--- config.mk ---
export PLATFORM = sky130hd
export DESIGN_NAME = v2f_par_decoder
export DESIGN_NICKNAME = d
export VERILOG_FILES = /design/src/rtl/v2f_par_decoder.sv
export SDC_FILE = /design/constraint.sdc
export NUM_CORES = 1
export LEC_CHECK = 0
export BUFFER_PORTS_ARGS = -buffer_cell sky130_fd_sc_hd__buf_2
export CAP_MARGIN = 30
export CORE_ASPECT_RATIO = 1.75
export CORE_UTILIZATION = 33
export CTS_BUF_LIST = sky130_fd_sc_hd__clkbuf_8
export CTS_CLUSTER_SIZE = 8
export DETAILED_ROUTE_END_ITERATION = 10
export PLACE_DENSITY = 0.58
export SYNTH_ARGS = -nofsm -noshare
export SYNTH_HDL_FRONTEND = slang
export SYNTH_SLANG_ARGS = --single-unit
--- constraint.sdc ---
create_clock -name clk -period 13.5 [get_ports clk]
set_input_delay 2.7 -clock clk [delete_from_list [all_inputs] [get_ports clk]]
set_output_delay 2.7 -clock clk [all_outputs]
set_load 0.02 [all_outputs]
--- src/rtl/v2f_par_decoder.sv ---
module v2f_par_decoder #(
  parameter int N    = 4,
  parameter int K    = 4,
  parameter int L    = 8,
  parameter int OW   = 32,
  parameter int LENW = 16
) (
  input  logic                     clk,
  input  logic                     rst,
  input  logic                     cb_we,
  input  logic [N-1:0]             cb_addr,
  input  logic [$clog2(L+1)-1:0]   cb_len,
  input  logic [L-1:0]             cb_bits,
  input  logic                     in_valid,
  output logic                     in_ready,
  input  logic [K*N-1:0]           in_data,
  input  logic                     in_first,
  input  logic                     in_last,
  input  logic [LENW-1:0]          blk_len,
  output logic                     out_valid,
  input  logic                     out_ready,
  output logic [OW-1:0]            out_data,
  output logic [$clog2(OW+1)-1:0]  out_nbits,
  output logic                     out_last
);
  localparam int E   = 1 << N;
  localparam int LW  = $clog2(L+1);
  localparam int MW  = K * L;
  localparam int SW  = $clog2(MW+1);
  localparam int BW  = 2 * OW;
  localparam int CW  = $clog2(BW+1);
  localparam int OBW = $clog2(OW+1);

  logic [L-1:0]    mem_bits [E];
  logic [LW-1:0]   mem_len  [E];
  logic [BW-1:0]   acc;
  logic [CW-1:0]   cnt;
  logic [LENW-1:0] rem;
  logic            fl;

  always_ff @(posedge clk) begin
    if (rst) begin
      for (int i = 0; i < E; i++) mem_len[i] <= '0;
    end else if (cb_we) begin
      mem_len[cb_addr] <= cb_len;
    end
  end

  always_ff @(posedge clk)
    if (cb_we) mem_bits[cb_addr] <= cb_bits;

  logic [LW-1:0] ln  [K];
  logic [MW-1:0] lb  [K];
  logic [SW-1:0] off [K+1];
  assign off[0] = '0;

  for (genvar k = 0; k < K; k++) begin : g_lane
    logic [N-1:0] cw;
    logic [L:0]   one_sh;
    logic [L-1:0] bits;
    assign cw        = in_data[k*N +: N];
    assign ln[k]     = mem_len[cw];
    assign one_sh    = (L+1)'(1) << ln[k];
    assign bits      = mem_bits[cw] & L'(one_sh - 1'b1);
    assign lb[k]     = MW'(bits) << off[k];
    assign off[k+1]  = off[k] + SW'(ln[k]);
  end

  logic [MW-1:0] merged;
  always_comb begin
    merged = '0;
    for (int k = 0; k < K; k++) merged = merged | lb[k];
  end

  logic [LENW-1:0] rem_base, nl_ext, take_w;
  logic [SW-1:0]   take;
  logic [MW:0]     tk_sh;
  logic [MW-1:0]   kept;
  assign rem_base = in_first ? blk_len : rem;
  assign nl_ext   = LENW'(off[K]);
  assign take_w   = (nl_ext < rem_base) ? nl_ext : rem_base;
  assign take     = SW'(take_w);
  assign tk_sh    = (MW+1)'(1) << take;
  assign kept     = merged & MW'(tk_sh - 1'b1);

  assign in_ready  = !fl && (cnt <= CW'(OW));
  assign out_valid = (cnt > CW'(OW)) || (fl && cnt != '0);
  assign out_last  = fl && (cnt <= CW'(OW));
  assign out_nbits = out_last ? cnt[OBW-1:0] : OBW'(OW);
  assign out_data  = acc[OW-1:0];

  wire in_fire  = in_valid && in_ready;
  wire out_fire = out_valid && out_ready;

  always_ff @(posedge clk) begin
    if (rst) begin
      acc <= '0;
      cnt <= '0;
      rem <= '0;
      fl  <= 1'b0;
    end else if (in_fire) begin
      acc <= acc | (BW'(kept) << cnt);
      cnt <= cnt + CW'(take);
      rem <= rem_base - take_w;
      fl  <= in_last;
    end else if (fl && cnt == '0) begin
      fl <= 1'b0;
    end else if (out_fire) begin
      if (out_last) begin
        acc <= '0;
        cnt <= '0;
        fl  <= 1'b0;
      end else begin
        acc <= acc >> OW;
        cnt <= cnt - CW'(OW);
      end
    end
  end
endmodule

==> impl_metrics.ini <==
[status]
status = finished, final reports clean

[power]
cellInternalPower_mw = 3.165
power.share.combinational_pct = 74.9
p_clk_share_pct = 10.0
leakagePower_nw = 9.904
p_per_area_nw_per_um2 = 264.6
switching_share_pct = 57.14
power.switching_mw = 4.220
ir_worst_vdd_mv = 0.1431
power.total_mw = 7.384
p_seq_share_pct = 15.1

[sta]
maxSlewHeadroom_pct = 26.73
skew_ns = 0.04643
worst_pin_slew_ns = 1.094
finalCritPeriodShare_pct = 95.10
fmax_ghz = 0.07789
rsz0062_at_grt = false
layout_min_cycle_time_ns = 12.84
fin_tns_setup_ns = 0
finalSetupViolations = 0
hold_viol = 0
maxSlewViolCount = 0

[finish]
multi_input_area_um2 = 16700
postLayoutCoreUtil_pct = 36.50
fin_area_um2 = 27910
drive_gt1_share_pct = 21.54
final_nets = 2758
fillers = 7788
area_growth_pct = 9.172
seq_area_um2 = 7527

[die]
die_h_um = 370.2
core_area_um2 = 76450
start_util_pct = 33.44
dieArea_um2 = 78630
die_w_um = 212.4
placement_rows = 134
ios = 96

[global_routing]
grt.busiest_layer = met2
grt_overflow = 0
gr-usage-met2_pct = 56.04
grt_pass1_vias = 24190
antenna_found_initial = 5
grt_use_total_pct = 30.22
grtUsageMet3_pct = 5.180
use_met1_pct = 27.57
grt_max_degree = 55
grt_pass1_wl_um = 171300

[critical_path]
crit_type = in2reg
r2r_start = mem_len[2][0]
path_common_cell = ha_1
critPathRequiredTime_ns = 14.10
critical_path.slowest_cell = a21boi_0
crit_start = in_data[5]
crit_path_end_kind = register
rrSetupSlack_ns = 2.66
start_kind = input port
rr_worst_depth = 35
worstPathArrival_ns = 13.43
slowest_delay_ns = 0.73
reg2reg_to = acc[50]
worstPathMaxFanout = 16

[placement]
globalplace.congestion = 0.9980
hpwl_um = 93930
portBuffers = 95
placedInstanceArea_um2 = 27030

[cts]
cts_num_sinks = 280
numCtsBuffers = 47
cts_tree = yes
cts-root-buf = clkbuf_8
postCtsSetupRepairBufs = 0
ctsHoldBuffers = 0
h-tree-depth = 2
clk_pin_slew_worst_paths_ns = 0.06
cts_resized = 0
clk_path_buf_depth = 3
clk_latency_ns = 0.69

[synth]
ys_seq_area_share_pct = 29.45
syn_area_per_cell_um2 = 9.672
synth-main-ff-cell = edfxtp_1
synthesis.instances = 2643
yosysUniqueCellTypes = 96
ys_ff_latch = 280
synth_edf_count = 192
synth_fp_nets = 2738
syn_area_um2 = 25560
ys_warn_count = 0
synthArstFlopShare_pct = 0

[hold_path]
min_from = acc[51]
hold_path_class = reg2reg
hold_path_depth = 2
whs_endpoint = acc[51]

[routing]
drt-initial-drc-count = 2451
wl_per_cell_um = 31.94
remaining_drc_errors = 0
vias_per_cell = 6.531
ant_nets = 0
vias = 24262
wl_um = 118700
dr.pass1.iters = 8

[run]
cap_violations = 0
worst max-delay path: cells and delay by family:
kind | cells | cell delay [ns]
AO/OA/AOI/OAI | 13 | 4.09
XOR/XNOR | 1 | 0.26
adder cells (fa/ha/maj) | 5 | 1.95
buffers and inverters | 6 | 1.33
multiplexers | 4 | 1.44
AND/OR/NAND/NOR | 8 | 1.64
layout make-up:
| class | count | area share (%) |
|---|---|---|
| Clock buffer | 47 | 2.318 |
| Inverter | 79 | 1.063 |
| Clock inverter | 32 | 0.7442 |
| Tap cell | 1020 | 4.573 |
| Antenna cell | 2 | 0.01793 |
| Timing Repair Buffer | 193 | 4.461 |
| Multi-Input combinational cell | 2062 | 59.85 |
| Sequential cell | 280 | 26.97 |
flip-flops by register name (all words and copies together) (netlist names):
| signal | flops |
|---|---|
| acc | 64 |
| mem_bits | 128 |
| cnt | 7 |
| fl | 1 |
| rem | 16 |
| mem_len | 64 |
per-stage QoR:
stage / setup slack [ns] / std cells / hold slack [ns]
6_report: 0.6618 / 3715 / 0.4455
5_1_grt: 0.1512 / 3714 / 0.4635
4_1_cts: 0.9496 / 3710 / 0.4460
3_5_place_dp: 0.2424 / 3631 / 0.4317
3_3_place_gp: 0.5329 / 3625 / 0.4391
2_1_floorplan: 0.6032 / 2643 / 0.4167
Yosys cell counts, types with 14 or more instances:
cell	instances	area share, %
a32oi_1	18	0.62
edfxtp_1	192	23
o211ai_1	38	1.1
nor3_1	74	1.4
ha_1	35	1.7
buf_2	33	0.65
or2_2	34	0.83
o22ai_1	33	0.81
nand2b_1	21	0.51
and3_1	25	0.61
o21ai_0	102	2.0
nand3_1	78	1.5
a221oi_1	14	0.48
mux4_2	200	18
nor2_1	224	3.3
nor2b_1	20	0.49
nand2_1	230	3.4
or3_1	16	0.39
inv_1	65	0.95
a2bb2oi_1	16	0.55
a31oi_1	33	0.81
clkbuf_1	125	1.8
a211oi_1	44	1.3
dfxtp_1	88	6.9
mux2i_1	98	3.8
and2_1	80	2.0
a22o_1	14	0.48
o31ai_1	21	0.62
o21a_1	17	0.50
a21oi_1	149	2.9
buf_4	45	1.3
nand4_1	29	0.71
buf_1	15	0.22
a21o_1	20	0.59
mux2_2	41	1.8
a22oi_1	52	1.5
cell families after synthesis:
group                      after synthesis  share of synthesized area (%)
DFF                                    280                          29.45
adders and majority gates               40                          2.105
xor gates and xnor gates                25                         0.8859
AOI/OAI and AO/OA                      762                          21.26
buffers and inverters                  301                          5.359
muxes                                  349                          24.11
and+or+nand+nor                        886                          16.84
power by group through the flow:
stage | clock, mW | sequential [mW] | combinational (mW)
5_1_grt | 0.783 | 1.13 | 5.80
3_5_place_dp | 0 | 1.13 | 5.33
2_1_floorplan | 0 | 1.09 | 3.49
4_1_cts | 0.751 | 1.11 | 5.36
6_report | 0.736 | 1.12 | 5.53
3_3_place_gp | 0 | 1.13 | 5.33
routing by layer:
layer / share of wire (%) / up-vias
met4: 11 / 2
met2: 53 / 1283
met1: 31 / 12007
met3: 5.5 / 477
met5: 0.0067 / -
li1: - / 10493
cells in the final DEF, fill, tap and decap left out, drive strengths merged, types with 13 or more instances in the layout:
| master | count |
|---|---|
| a22o | 14 |
| nor2 | 226 |
| o211ai | 39 |
| or2 | 35 |
| nor3 | 74 |
| o21a | 17 |
| edfxtp | 192 |
| o22ai | 33 |
| a221oi | 15 |
| a21o | 20 |
| nand3 | 78 |
| clkinv | 22 |
| nor2b | 20 |
| buf | 193 |
| a21oi | 149 |
| a22oi | 52 |
| mux2 | 43 |
| a31oi | 35 |
| mux2i | 100 |
| clkbuf | 47 |
| dfxtp | 88 |
| a211oi | 44 |
| mux4 | 206 |
| nand4 | 29 |
| inv | 86 |
| ha | 35 |
| o31ai | 21 |
| xor2 | 13 |
| and2 | 84 |
| a211o | 13 |
| and3 | 25 |
| nor4 | 14 |
| nand2 | 230 |
| or3 | 17 |
| a311oi | 13 |
| a2bb2oi | 16 |
| o21ai | 108 |
| o221ai | 13 |
| a32oi | 18 |
| nand2b | 21 |
worst max-delay path by stage:
stage | slack [ns] | endpoint
finish | 0.66 | acc[50]
global route | 0.15 | acc[50]
CTS | 0.95 | acc[50]
detailed placement | 0.24 | acc[50]
global placement | 0.53 | acc[50]
floorplan | 0.60 | acc[50]
Note: power is estimated with default switching activity, not from simulation.
